`src/rtl/dma_chain_pkg.sv`:
```
package dma_chain_pkg;

    typedef enum logic [2:0] {
        ST_IDLE,
        ST_REQ,
        ST_FILL,
        ST_DRAIN,
        ST_DONE
    } eng_state_e;

    localparam logic [1:0] RA_CTRL = 2'd0;
    localparam logic [1:0] RA_NEXT = 2'd1;
    localparam logic [1:0] RA_STAT = 2'd2;
    localparam logic [1:0] RA_CUR  = 2'd3;

    localparam int CTRL_RUN_BIT = 0;
    localparam int CTRL_IEN_BIT = 1;
    localparam int CTRL_LEN_LSB = 2;
    localparam int STAT_UPD_BIT = 0;
    localparam int STAT_OVR_BIT = 1;

    typedef struct packed {
        logic run;
        logic irq_en;
    } ctrl_bits_t;

    function automatic logic [15:0] pick_half(input logic [31:0] word, input logic upper);
        return upper ? word[31:16] : word[15:0];
    endfunction

endpackage

```
`src/rtl/dma_chain_regs.sv`:
```
module dma_chain_regs
    import dma_chain_pkg::*;
#(
    parameter int ADDR_W      = 32,
    parameter int BLOCK_BYTES = 4096,
    parameter int BL_W        = 2,
    parameter int LEN_W       = 3
) (
    input  logic              clk,
    input  logic              rst,
    input  logic              reg_we,
    input  logic [1:0]        reg_addr,
    input  logic [31:0]       reg_wdata,
    input  logic              burst_done,
    input  logic [LEN_W-1:0]  burst_words,
    output ctrl_bits_t        ctrl,
    output logic [BL_W-1:0]   len_m1,
    output logic [ADDR_W-1:0] cur_ptr,
    output logic              next_valid,
    output logic              upd_flag,
    output logic              ovr_flag
);
    localparam int BLK_W = $clog2(BLOCK_BYTES);

    logic [ADDR_W-1:0] next_ptr;
    logic [ADDR_W-1:0] adv_ptr;
    logic              crosses;

    always_comb begin
        adv_ptr = cur_ptr + {{(ADDR_W-LEN_W-2){1'b0}}, burst_words, 2'b00};
        crosses = adv_ptr[ADDR_W-1:BLK_W] != cur_ptr[ADDR_W-1:BLK_W];
    end

    always_ff @(posedge clk) begin
        if (rst) begin
            ctrl       <= '0;
            len_m1     <= '0;
            cur_ptr    <= '0;
            next_ptr   <= '0;
            next_valid <= 1'b0;
            upd_flag   <= 1'b0;
            ovr_flag   <= 1'b0;
        end else begin
            if (burst_done) begin
                if (crosses && next_valid) begin
                    cur_ptr    <= next_ptr;
                    next_valid <= 1'b0;
                    upd_flag   <= 1'b1;
                end else begin
                    cur_ptr <= adv_ptr;
                    if (crosses) begin
                        ovr_flag <= 1'b1;
                    end
                end
            end
            if (reg_we) begin
                unique case (reg_addr)
                    RA_CTRL: begin
                        ctrl.run    <= reg_wdata[CTRL_RUN_BIT];
                        ctrl.irq_en <= reg_wdata[CTRL_IEN_BIT];
                        len_m1      <= reg_wdata[CTRL_LEN_LSB +: BL_W];
                    end
                    RA_NEXT: begin
                        next_ptr   <= reg_wdata[ADDR_W-1:0];
                        next_valid <= 1'b1;
                    end
                    RA_STAT: begin
                        if (reg_wdata[STAT_UPD_BIT]) upd_flag <= 1'b0;
                        if (reg_wdata[STAT_OVR_BIT]) ovr_flag <= 1'b0;
                    end
                    RA_CUR: cur_ptr <= reg_wdata[ADDR_W-1:0];
                    default: ;
                endcase
            end
        end
    end
endmodule

```
`src/rtl/dma_chain_buf.sv`:
```
module dma_chain_buf
    import dma_chain_pkg::*;
#(
    parameter int MAX_WORDS = 4,
    parameter int IDX_W     = 2
) (
    input  logic             clk,
    input  logic             rst,
    input  logic             wr_en,
    input  logic [IDX_W-1:0] wr_idx,
    input  logic [31:0]      wr_data,
    input  logic [IDX_W-1:0] rd_word,
    input  logic             rd_upper,
    output logic [15:0]      rd_half
);
    logic [31:0] words [MAX_WORDS];

    for (genvar g = 0; g < MAX_WORDS; g++) begin : g_word
        always_ff @(posedge clk) begin
            if (rst) begin
                words[g] <= '0;
            end else if (wr_en && wr_idx == IDX_W'(g)) begin
                words[g] <= wr_data;
            end
        end
    end

    always_comb rd_half = pick_half(words[rd_word], rd_upper);
endmodule

```
`src/rtl/dma_chain_ctrl.sv`:
```
module dma_chain_ctrl
    import dma_chain_pkg::*;
#(
    parameter int ADDR_W = 32,
    parameter int LEN_W  = 3,
    parameter int BL_W   = 2,
    parameter int IDX_W  = 2
) (
    input  logic              clk,
    input  logic              rst,
    input  logic              run,
    input  logic              halted,
    input  logic [BL_W-1:0]   len_m1,
    input  logic [ADDR_W-1:0] cur_ptr,
    input  logic              mem_gnt,
    input  logic              mem_rvalid,
    input  logic              dev_ready,
    output logic              mem_req,
    output logic [ADDR_W-1:0] mem_addr,
    output logic [LEN_W-1:0]  mem_len,
    output logic              buf_we,
    output logic [IDX_W-1:0]  buf_idx,
    output logic [IDX_W-1:0]  rd_word,
    output logic              rd_upper,
    output logic              dev_valid,
    output logic              burst_done,
    output logic              busy
);
    localparam logic [LEN_W:0] ONE_HALF = (LEN_W+1)'(1);

    eng_state_e       state;
    logic [LEN_W-1:0] len_q;
    logic [LEN_W-1:0] beat_q;
    logic [LEN_W:0]   half_q;
    logic [LEN_W:0]   last_half;
    logic [LEN_W-1:0] beat_nx;

    always_comb begin
        last_half = {len_q, 1'b0} - ONE_HALF;
        beat_nx   = beat_q + LEN_W'(1);
    end

    always_ff @(posedge clk) begin
        if (rst) begin
            state    <= ST_IDLE;
            len_q    <= '0;
            beat_q   <= '0;
            half_q   <= '0;
            mem_addr <= '0;
        end else begin
            unique case (state)
                ST_IDLE: if (run && !halted) begin
                    mem_addr <= cur_ptr;
                    len_q    <= LEN_W'(len_m1) + LEN_W'(1);
                    state    <= ST_REQ;
                end
                ST_REQ: if (mem_gnt) begin
                    beat_q <= '0;
                    state  <= ST_FILL;
                end
                ST_FILL: if (mem_rvalid) begin
                    beat_q <= beat_nx;
                    if (beat_nx == len_q) begin
                        half_q <= '0;
                        state  <= ST_DRAIN;
                    end
                end
                ST_DRAIN: if (dev_ready) begin
                    if (half_q == last_half) state <= ST_DONE;
                    else half_q <= half_q + ONE_HALF;
                end
                ST_DONE: state <= ST_IDLE;
                default: state <= ST_IDLE;
            endcase
        end
    end

    always_comb begin
        mem_req    = state == ST_REQ;
        mem_len    = len_q;
        buf_we     = state == ST_FILL && mem_rvalid;
        buf_idx    = beat_q[IDX_W-1:0];
        rd_word    = half_q[IDX_W:1];
        rd_upper   = half_q[0];
        dev_valid  = state == ST_DRAIN;
        burst_done = state == ST_DONE;
        busy       = state != ST_IDLE;
    end
endmodule

```
`src/rtl/dma_chain_engine.sv`:
```
module dma_chain_engine
    import dma_chain_pkg::*;
#(
    parameter int ADDR_W      = 32,
    parameter int BLOCK_BYTES = 4096,
    parameter int MAX_WORDS   = 4,
    localparam int LEN_W      = $clog2(MAX_WORDS + 1)
) (
    input  logic              clk,
    input  logic              rst,
    input  logic              reg_we,
    input  logic [1:0]        reg_addr,
    input  logic [31:0]       reg_wdata,
    output logic              mem_req,
    input  logic              mem_gnt,
    output logic [ADDR_W-1:0] mem_addr,
    output logic [LEN_W-1:0]  mem_len,
    input  logic              mem_rvalid,
    input  logic [31:0]       mem_rdata,
    output logic              dev_valid,
    input  logic              dev_ready,
    output logic [15:0]       dev_data,
    output logic [ADDR_W-1:0] cur_ptr,
    output logic              next_valid,
    output logic              upd_flag,
    output logic              ovr_flag,
    output logic              busy,
    output logic              irq
);
    localparam int BL_W  = $clog2(MAX_WORDS);
    localparam int IDX_W = BL_W;

    ctrl_bits_t       ctrl;
    logic [BL_W-1:0]  len_m1;
    logic             burst_done;
    logic             buf_we;
    logic [IDX_W-1:0] buf_idx;
    logic [IDX_W-1:0] rd_word;
    logic             rd_upper;

    dma_chain_regs #(
        .ADDR_W(ADDR_W), .BLOCK_BYTES(BLOCK_BYTES), .BL_W(BL_W), .LEN_W(LEN_W)
    ) u_regs (
        .clk(clk), .rst(rst), .reg_we(reg_we), .reg_addr(reg_addr),
        .reg_wdata(reg_wdata), .burst_done(burst_done), .burst_words(mem_len),
        .ctrl(ctrl), .len_m1(len_m1), .cur_ptr(cur_ptr), .next_valid(next_valid),
        .upd_flag(upd_flag), .ovr_flag(ovr_flag)
    );

    dma_chain_ctrl #(
        .ADDR_W(ADDR_W), .LEN_W(LEN_W), .BL_W(BL_W), .IDX_W(IDX_W)
    ) u_ctrl (
        .clk(clk), .rst(rst), .run(ctrl.run), .halted(ovr_flag), .len_m1(len_m1),
        .cur_ptr(cur_ptr), .mem_gnt(mem_gnt), .mem_rvalid(mem_rvalid),
        .dev_ready(dev_ready), .mem_req(mem_req), .mem_addr(mem_addr),
        .mem_len(mem_len), .buf_we(buf_we), .buf_idx(buf_idx), .rd_word(rd_word),
        .rd_upper(rd_upper), .dev_valid(dev_valid), .burst_done(burst_done),
        .busy(busy)
    );

    dma_chain_buf #(
        .MAX_WORDS(MAX_WORDS), .IDX_W(IDX_W)
    ) u_buf (
        .clk(clk), .rst(rst), .wr_en(buf_we), .wr_idx(buf_idx), .wr_data(mem_rdata),
        .rd_word(rd_word), .rd_upper(rd_upper), .rd_half(dev_data)
    );

    always_comb irq = upd_flag && ctrl.irq_en;
endmodule

```
`config.mk`:
```
export PLATFORM = sky130hd
export DESIGN_NAME = dma_chain_engine
export DESIGN_NICKNAME = d
export VERILOG_FILES = /design/src/rtl/dma_chain_pkg.sv /design/src/rtl/dma_chain_regs.sv /design/src/rtl/dma_chain_buf.sv /design/src/rtl/dma_chain_ctrl.sv /design/src/rtl/dma_chain_engine.sv
export SDC_FILE = /design/constraint.sdc
export NUM_CORES = 1
export LEC_CHECK = 0
export ABC_CLOCK_PERIOD_IN_PS = 2100
export BUFFER_PORTS_ARGS = -buffer_cell sky130_fd_sc_hd__buf_4
export CAP_MARGIN = 5
export CORE_ASPECT_RATIO = 0.8
export CORE_MARGIN = 3
export CORE_UTILIZATION = 40
export DETAILED_ROUTE_END_ITERATION = 6
export GPL_TIMING_DRIVEN = 0
export HOLD_SLACK_MARGIN = 0.03
export PLACE_DENSITY_LB_ADDON = 0.05
export REMOVE_ABC_BUFFERS = 1
export SYNTH_ARGS = -nofsm -noshare
export SYNTH_HDL_FRONTEND = slang
export SYNTH_SLANG_ARGS = --single-unit
```
`constraint.sdc`:
```
create_clock -name clk -period 2.1 [get_ports clk]
set_input_delay 0.21 -clock clk [delete_from_list [all_inputs] [get_ports clk]]
set_output_delay 0.21 -clock clk [all_outputs]
set_load 0.01 [all_outputs]
```
### After elaboration in Yosys (flattened, before gate mapping)

Memories as Yosys holds them, arrays and structs flattened. A register that Yosys moved wholly into a read port is not among the register bits.
Index checks and enable logic that the tools add are counted.

* word-level logic and storage cells: 119
* bits in registers: 116
* memories kept: 1
* output and inout port bits: 90
* bits in writable memories: 128

Memory list
* u_buf.words: words 4, bits a word 32, rd ports 1, clocked after Yosys merged registers in 1, write ports 4, line dma_chain_buf.sv:16 `logic [31:0] words [MAX_WORDS];`

* equal/unequal tests: 20
* $add $sub $neg: 5
* muxes and demuxes: 55
* reduce and logical (&&, ||, !) cells: 21
* bitwise operators: 4

Operators with widths (number)
* $mux W32: 8
* $add A32 B5 Y32: 1
* $mux W1: 29
* $mux W3: 8
* $ne A20 B20 Y1: 1
* $mux W16: 1
* $mux W4: 4
* $pmux W3 S4: 1
* $ne A2 B1 Y1 const B: 5
* $eq A2 B2 Y1 const B: 4
* $logic_and A1 B1 Y1: 8
* $pmux W4 S2: 1
* $eq A3 B2 Y1 const B: 2
* $pmux W3 S2: 1
* $reduce_and A2 Y1: 3
* $reduce_and A6 Y1: 1
* $reduce_and A5 Y1: 1
* $add A4 B1 Y4 const B: 1
* $eq A2 B1 Y1 const B: 2
* $eq A4 B4 Y1: 1
* $logic_not A2 Y1: 2
* $mux W2: 2
* $ne A2 B2 Y1 const B: 2
* $or A1 B1 Y1: 4
* other kinds (11): 12

### Longest topological paths before layout

* depth after elaboration: 8
* depth in mapped cells: 10
* depth with buffers taken out: 8

### Hierarchy

From an unflattened synthesis, not the netlist that was laid out.

* cells, all modules: 1064
* area total of the unflattened synthesis: 11586.1 um2

By module, submodules not included
* dma_chain_buf: cells an instance 335, area each 5846.9 um2, times used 1
* dma_chain_regs: cells an instance 497, area each 3774.9 um2, times used 1
* dma_chain_ctrl: cells an instance 231, area each 1958.1 um2, times used 1
* dma_chain_engine: cells an instance 1, area each 6.3 um2, times used 1

### Worst setup path before layout

No wires, ideal clock.

* kind: flip-flop to flip-flop
* start: reg u_ctrl.len_q[0], in the netlist u_ctrl.mem_len[0]
* end: reg u_regs.cur_ptr[19]
* required time: 1983 ps
* buffers on the path: 1
* data arrival time: 2268 ps
* path slack: -286 ps
* cell stages (with the launch flop): 10
* cell sequence: dfxtp_1 > ha_1 > fa_1 > a21o_4 > a2bb2oi_4 > nand2b_1 > buf_6 > o21ai_0 > a21o_1 > a32o_1

* cells in the longest elaborated chain, start to end: 7

Ends and longest elaborated chain
* start: declaration: line dma_chain_ctrl.sv:32 `logic [LEN_W-1:0] len_q;`
* start signal: assignment: line dma_chain_ctrl.sv:54 `len_q <= LEN_W'(len_m1) + LEN_W'(1);`
* $add A32 B5 Y32 *: line dma_chain_regs.sv:30 `adv_ptr = cur_ptr + {{(ADDR_W-LEN_W-2){1'b0}}, burst_words, 2'b00};`
* $ne A20 B20 Y1: line dma_chain_regs.sv:31 `crosses = adv_ptr[ADDR_W-1:BLK_W] != cur_ptr[ADDR_W-1:BLK_W];`
* $logic_and A1 B1 Y1: line dma_chain_regs.sv:45 `if (crosses && next_valid) begin`
* $mux W32 *: line dma_chain_regs.sv:45
* $mux W32 *: line dma_chain_regs.sv:44 `if (burst_done) begin`
* $mux W32: line dma_chain_regs.sv:57 `unique case (reg_addr)`
* $mux W32 *: line dma_chain_regs.sv:56 `if (reg_we) begin`
* end signal: assignment: line dma_chain_regs.sv:46 `cur_ptr <= next_ptr;`
* end signal: assignment: line dma_chain_regs.sv:50 `cur_ptr <= adv_ptr;`
* end signal: assignment: line dma_chain_regs.sv:71 `RA_CUR: cur_ptr <= reg_wdata[ADDR_W-1:0];`
* end: declaration: line dma_chain_regs.sv:18 `output logic [ADDR_W-1:0] cur_ptr,`

Mark *: on every way between the ends. The rest lies on a longest branch, timed or not.
A chain may end at the register's enable or synchronous reset.

### Worst setup path after layout

* start: reg u_ctrl.len_q[0], in the netlist u_ctrl.mem_len[0]
* end: reg u_regs.cur_ptr[20]

The elaborated chain is that of the path after synthesis.

==> results.toml <==
[die]
die_area_sq_um = 30870
die_y_um = 157.7
core_area_sq_um = 27770
rows = 54
die_w_um = 195.7
initial_core_util = 0.4146
ios = 162

[timing]
slew_headroom = 0.06743
finalHoldViolations = 0
timing.final.crit_share = 1.087
setup_viol = 46
fmax_mhz = 438.0
fin_ws_ns = -0.1831
drv_slew = 0
rsz0062_at_grt = "yes"
layout_min_cycle_time_ns = 2.283
worstMarginPinSlew_ns = 1.399
finClkSkew_ns = 0.009173

[placed_design]
port-buffer-count = 161
hpwlAfterDp_mm = 20.05
place_ws_ns = -1.422
gp_congestion = 0.7926

[run_status]
status = "finished, violations left"
violations = "negative setup slack"

[critical_path]
slowest_delay_ns = 0.36
critical_path_class = "reg2reg"
regToRegSetupSlack_ns = -0.18
critPathSlowestCell = "dfxtp_4"
crit_required_ns = 2.56
end_kind = "flop"
cp_max_fo = 4
path_cells = "ha_4, fa_2, a21o_4, a2bb2oi_4, buf_6, buf_12, buf_8, nor3_4, a41oi_2, o221ai_1, a21oi_1"
start_kind = "flop"
arrival_ns = 2.74

[finish]
ff_latch_area_sq_um = 6254
area_growth_pct = 39.87
fin_nets = 1421
layout-drive-gt1-share = 0.3319
num-fill-cells = 2376
multi_input_area_sq_um = 5615
diodes = 0

[global_route]
antenna_found_initial = 1
top_usage_layer = "met1"
grt_max_degree = 111
grt_pass1_vias = 9456
use_met3 = 0.04000
grt.overflow.total = 0
grt_util_all_layers = 0.2239
use_met2 = 0.3308
grt_use_met1 = 0.3471
grt_pass1_wl_mm = 54.91

[clocking]
cts_max_level = 1
cts_buffers = 28
cts_tree = "yes"
clock_latency_ns = 0.54
clock_path_buffers = 3
root_buffer = "clkbuf_16"
cts_sinks = 246
clk_pin_slew_ns = 0.06

[route]
drt_iter0_markers = 673
routed_wl_mm = 35.93
drt-pass1-iter-count = 5
postRouteAntennaNets = 0
drcViolationCount = 0
routed-via-count = 9609
viasPerCell = 5.577
wl_per_cell_um = 20.85

[logic_synthesis]
yosys_warnings = 0
yosysTopAreaCellShare = 0.3338
synth-edff-count = 128
synth.distinct_cells = 77
ys_ff_latch = 246
ys_seq_area_frac = 0.5390
synth.top_cells.by_count = "188 x nand2_1, 137 x and3_1, 128 x edfxtp_1, 118 x dfxtp_1, 97 x a21oi_1"
syn_inst = 1091
async_reset_ff_frac = 0
synth_area_leaders = "edfxtp_1 33%, dfxtp_1 21%, and3_1 7.4%"
syn_area_sq_um = 11510
avgSynthCellArea_sq_um = 10.55
synth_area_leader_cell = "edfxtp_1"
ys.flop_type = "edfxtp_1"
yosysMostFrequentCell = "nand2_1"

[min_path]
hp-class = "in2reg"

[flow_run]
max_cap_violations = 0

[power_and_ir_drop]
power_leakage_uw = 0.006482
power.total_uw = 11500
ir_drop_mv = 0.6257
p_per_area_nw_per_um2 = 713.9
==> registers in the layout (all words and copies together), names as in the netlist, named ones only <==
register	cells
u_buf.words	128
u_regs.next_ptr	32
u_ctrl.beat_q	3
u_ctrl.state	3
u_regs.ctrl	2
u_regs.cur_ptr	32
u_ctrl.mem_addr	32
u_ctrl.half_q	4
u_regs.next_valid	1
u_ctrl.mem_len	3
u_regs.upd_flag	1
u_regs.ovr_flag	1
u_regs.len_m1	2
==> area by class of cell <==
type                    instances  share of cell area
well taps                     364             0.02828
clock inverters                15            0.009090
multi-input cells             752              0.3487
inverters                       7            0.001942
clock buffers                  36             0.04669
flip-flops and latches        246              0.3883
repair buffers                303              0.1770
==> through the flow <==
| stage | instances | cell area, sq um | util | setup TNS (ns) | hold WS [ns] |
|---|---|---|---|---|---|
| 2_1_floorplan | 999 | 11110 | - | -245.23 | 0.2791 |
| 3_3_place_gp | 1524 | 12770 | 0.4600 | -898.07 | 0.4314 |
| 3_5_place_dp | 1535 | 13060 | 0.4704 | -170.87 | 0.4310 |
| 4_1_cts | 1703 | 15550 | 0.5598 | -3.878 | 0.04739 |
| 5_1_grt | 1723 | 16100 | 0.5799 | -9.094 | 0.07305 |
| 6_report | 1723 | 16100 | 0.5799 | -5.288 | 0.07190 |
==> power breakdown <==
group / leakage [uW] / switching [uW] / internal [uW] / total, uW
sequential: 0.00229 / 159 / 5240 / 5400
clock: 0.000442 / 1960 / 2880 / 4850
combinational: 0.00375 / 664 / 590 / 1250
==> cell usage in the layout, fill, tap and decap left out, drive strengths merged, types with 8 or more instances in the layout <==
cell type    instances
nand4               13
nand2              189
ha                  10
nor2                60
a21oi               97
nor3                17
a31oi               13
a211oi              12
edfxtp             128
mux2i                9
o21ai               20
dlygate4sd3         67
a311oi              10
nand3               18
mux4                32
clkbuf              37
buf                235
dfxtp              118
clkinv              12
nor4                 8
xor2                 8
mux2                16
and3               137
==> critical path: cells and delay by family, from the launching register on <==
family | cells | cell delay (ns)
buffers and inverters | 3 | 0.37
AOI/OAI and AO/OA | 5 | 0.93
and+or+nand+nor | 1 | 0.03
adders and majority gates | 2 | 0.52
DFF | 1 | 0.36
==> logic make-up after synthesis <==
group                      share of synthesized area
AOI/OAI and AO/OA                             0.1098
xor gates and xnor gates                     0.01108
adders and majority gates                    0.01261
buffers and inverters                        0.03727
DFF                                           0.5390
muxes                                        0.08607
and+or+nand+nor                               0.2042
==> final timing paths <==
kind	from	to	cells after the start
setup / recovery	u_ctrl.mem_len[0]	u_regs.cur_ptr[20]	11
hold reg to reg	u_ctrl.mem_addr[17]	u_ctrl.mem_addr[17]	2
hold / removal	reg_we	u_regs.upd_flag	3
setup reg to reg	u_ctrl.mem_len[0]	u_regs.cur_ptr[20]	11
==> routing by layer <==
layer | wire length, um | up-vias | share of wire
met5 | 11 | - | 0.00031
met4 | 612 | 2 | 0.017
met3 | 2307 | 45 | 0.064
met2 | 15590 | 317 | 0.43
met1 | 17410 | 4710 | 0.48
li1 | - | 4535 | -
==> what timing repair did <==
| action | in CTS | in global routing |
|---|---|---|
| gates cloned | 7 | 1 |
| hold endpoints to repair | 195 | 0 |
| buffers inserted | 43 | 20 |
| hold buffers | 67 | 0 |
| resized for setup | 110 | 94 |
| endpoints found under the setup margin | 281 | 248 |
| pin swaps | 38 | 55 |
No activity file was read; power rests on OpenSTA's default activity.
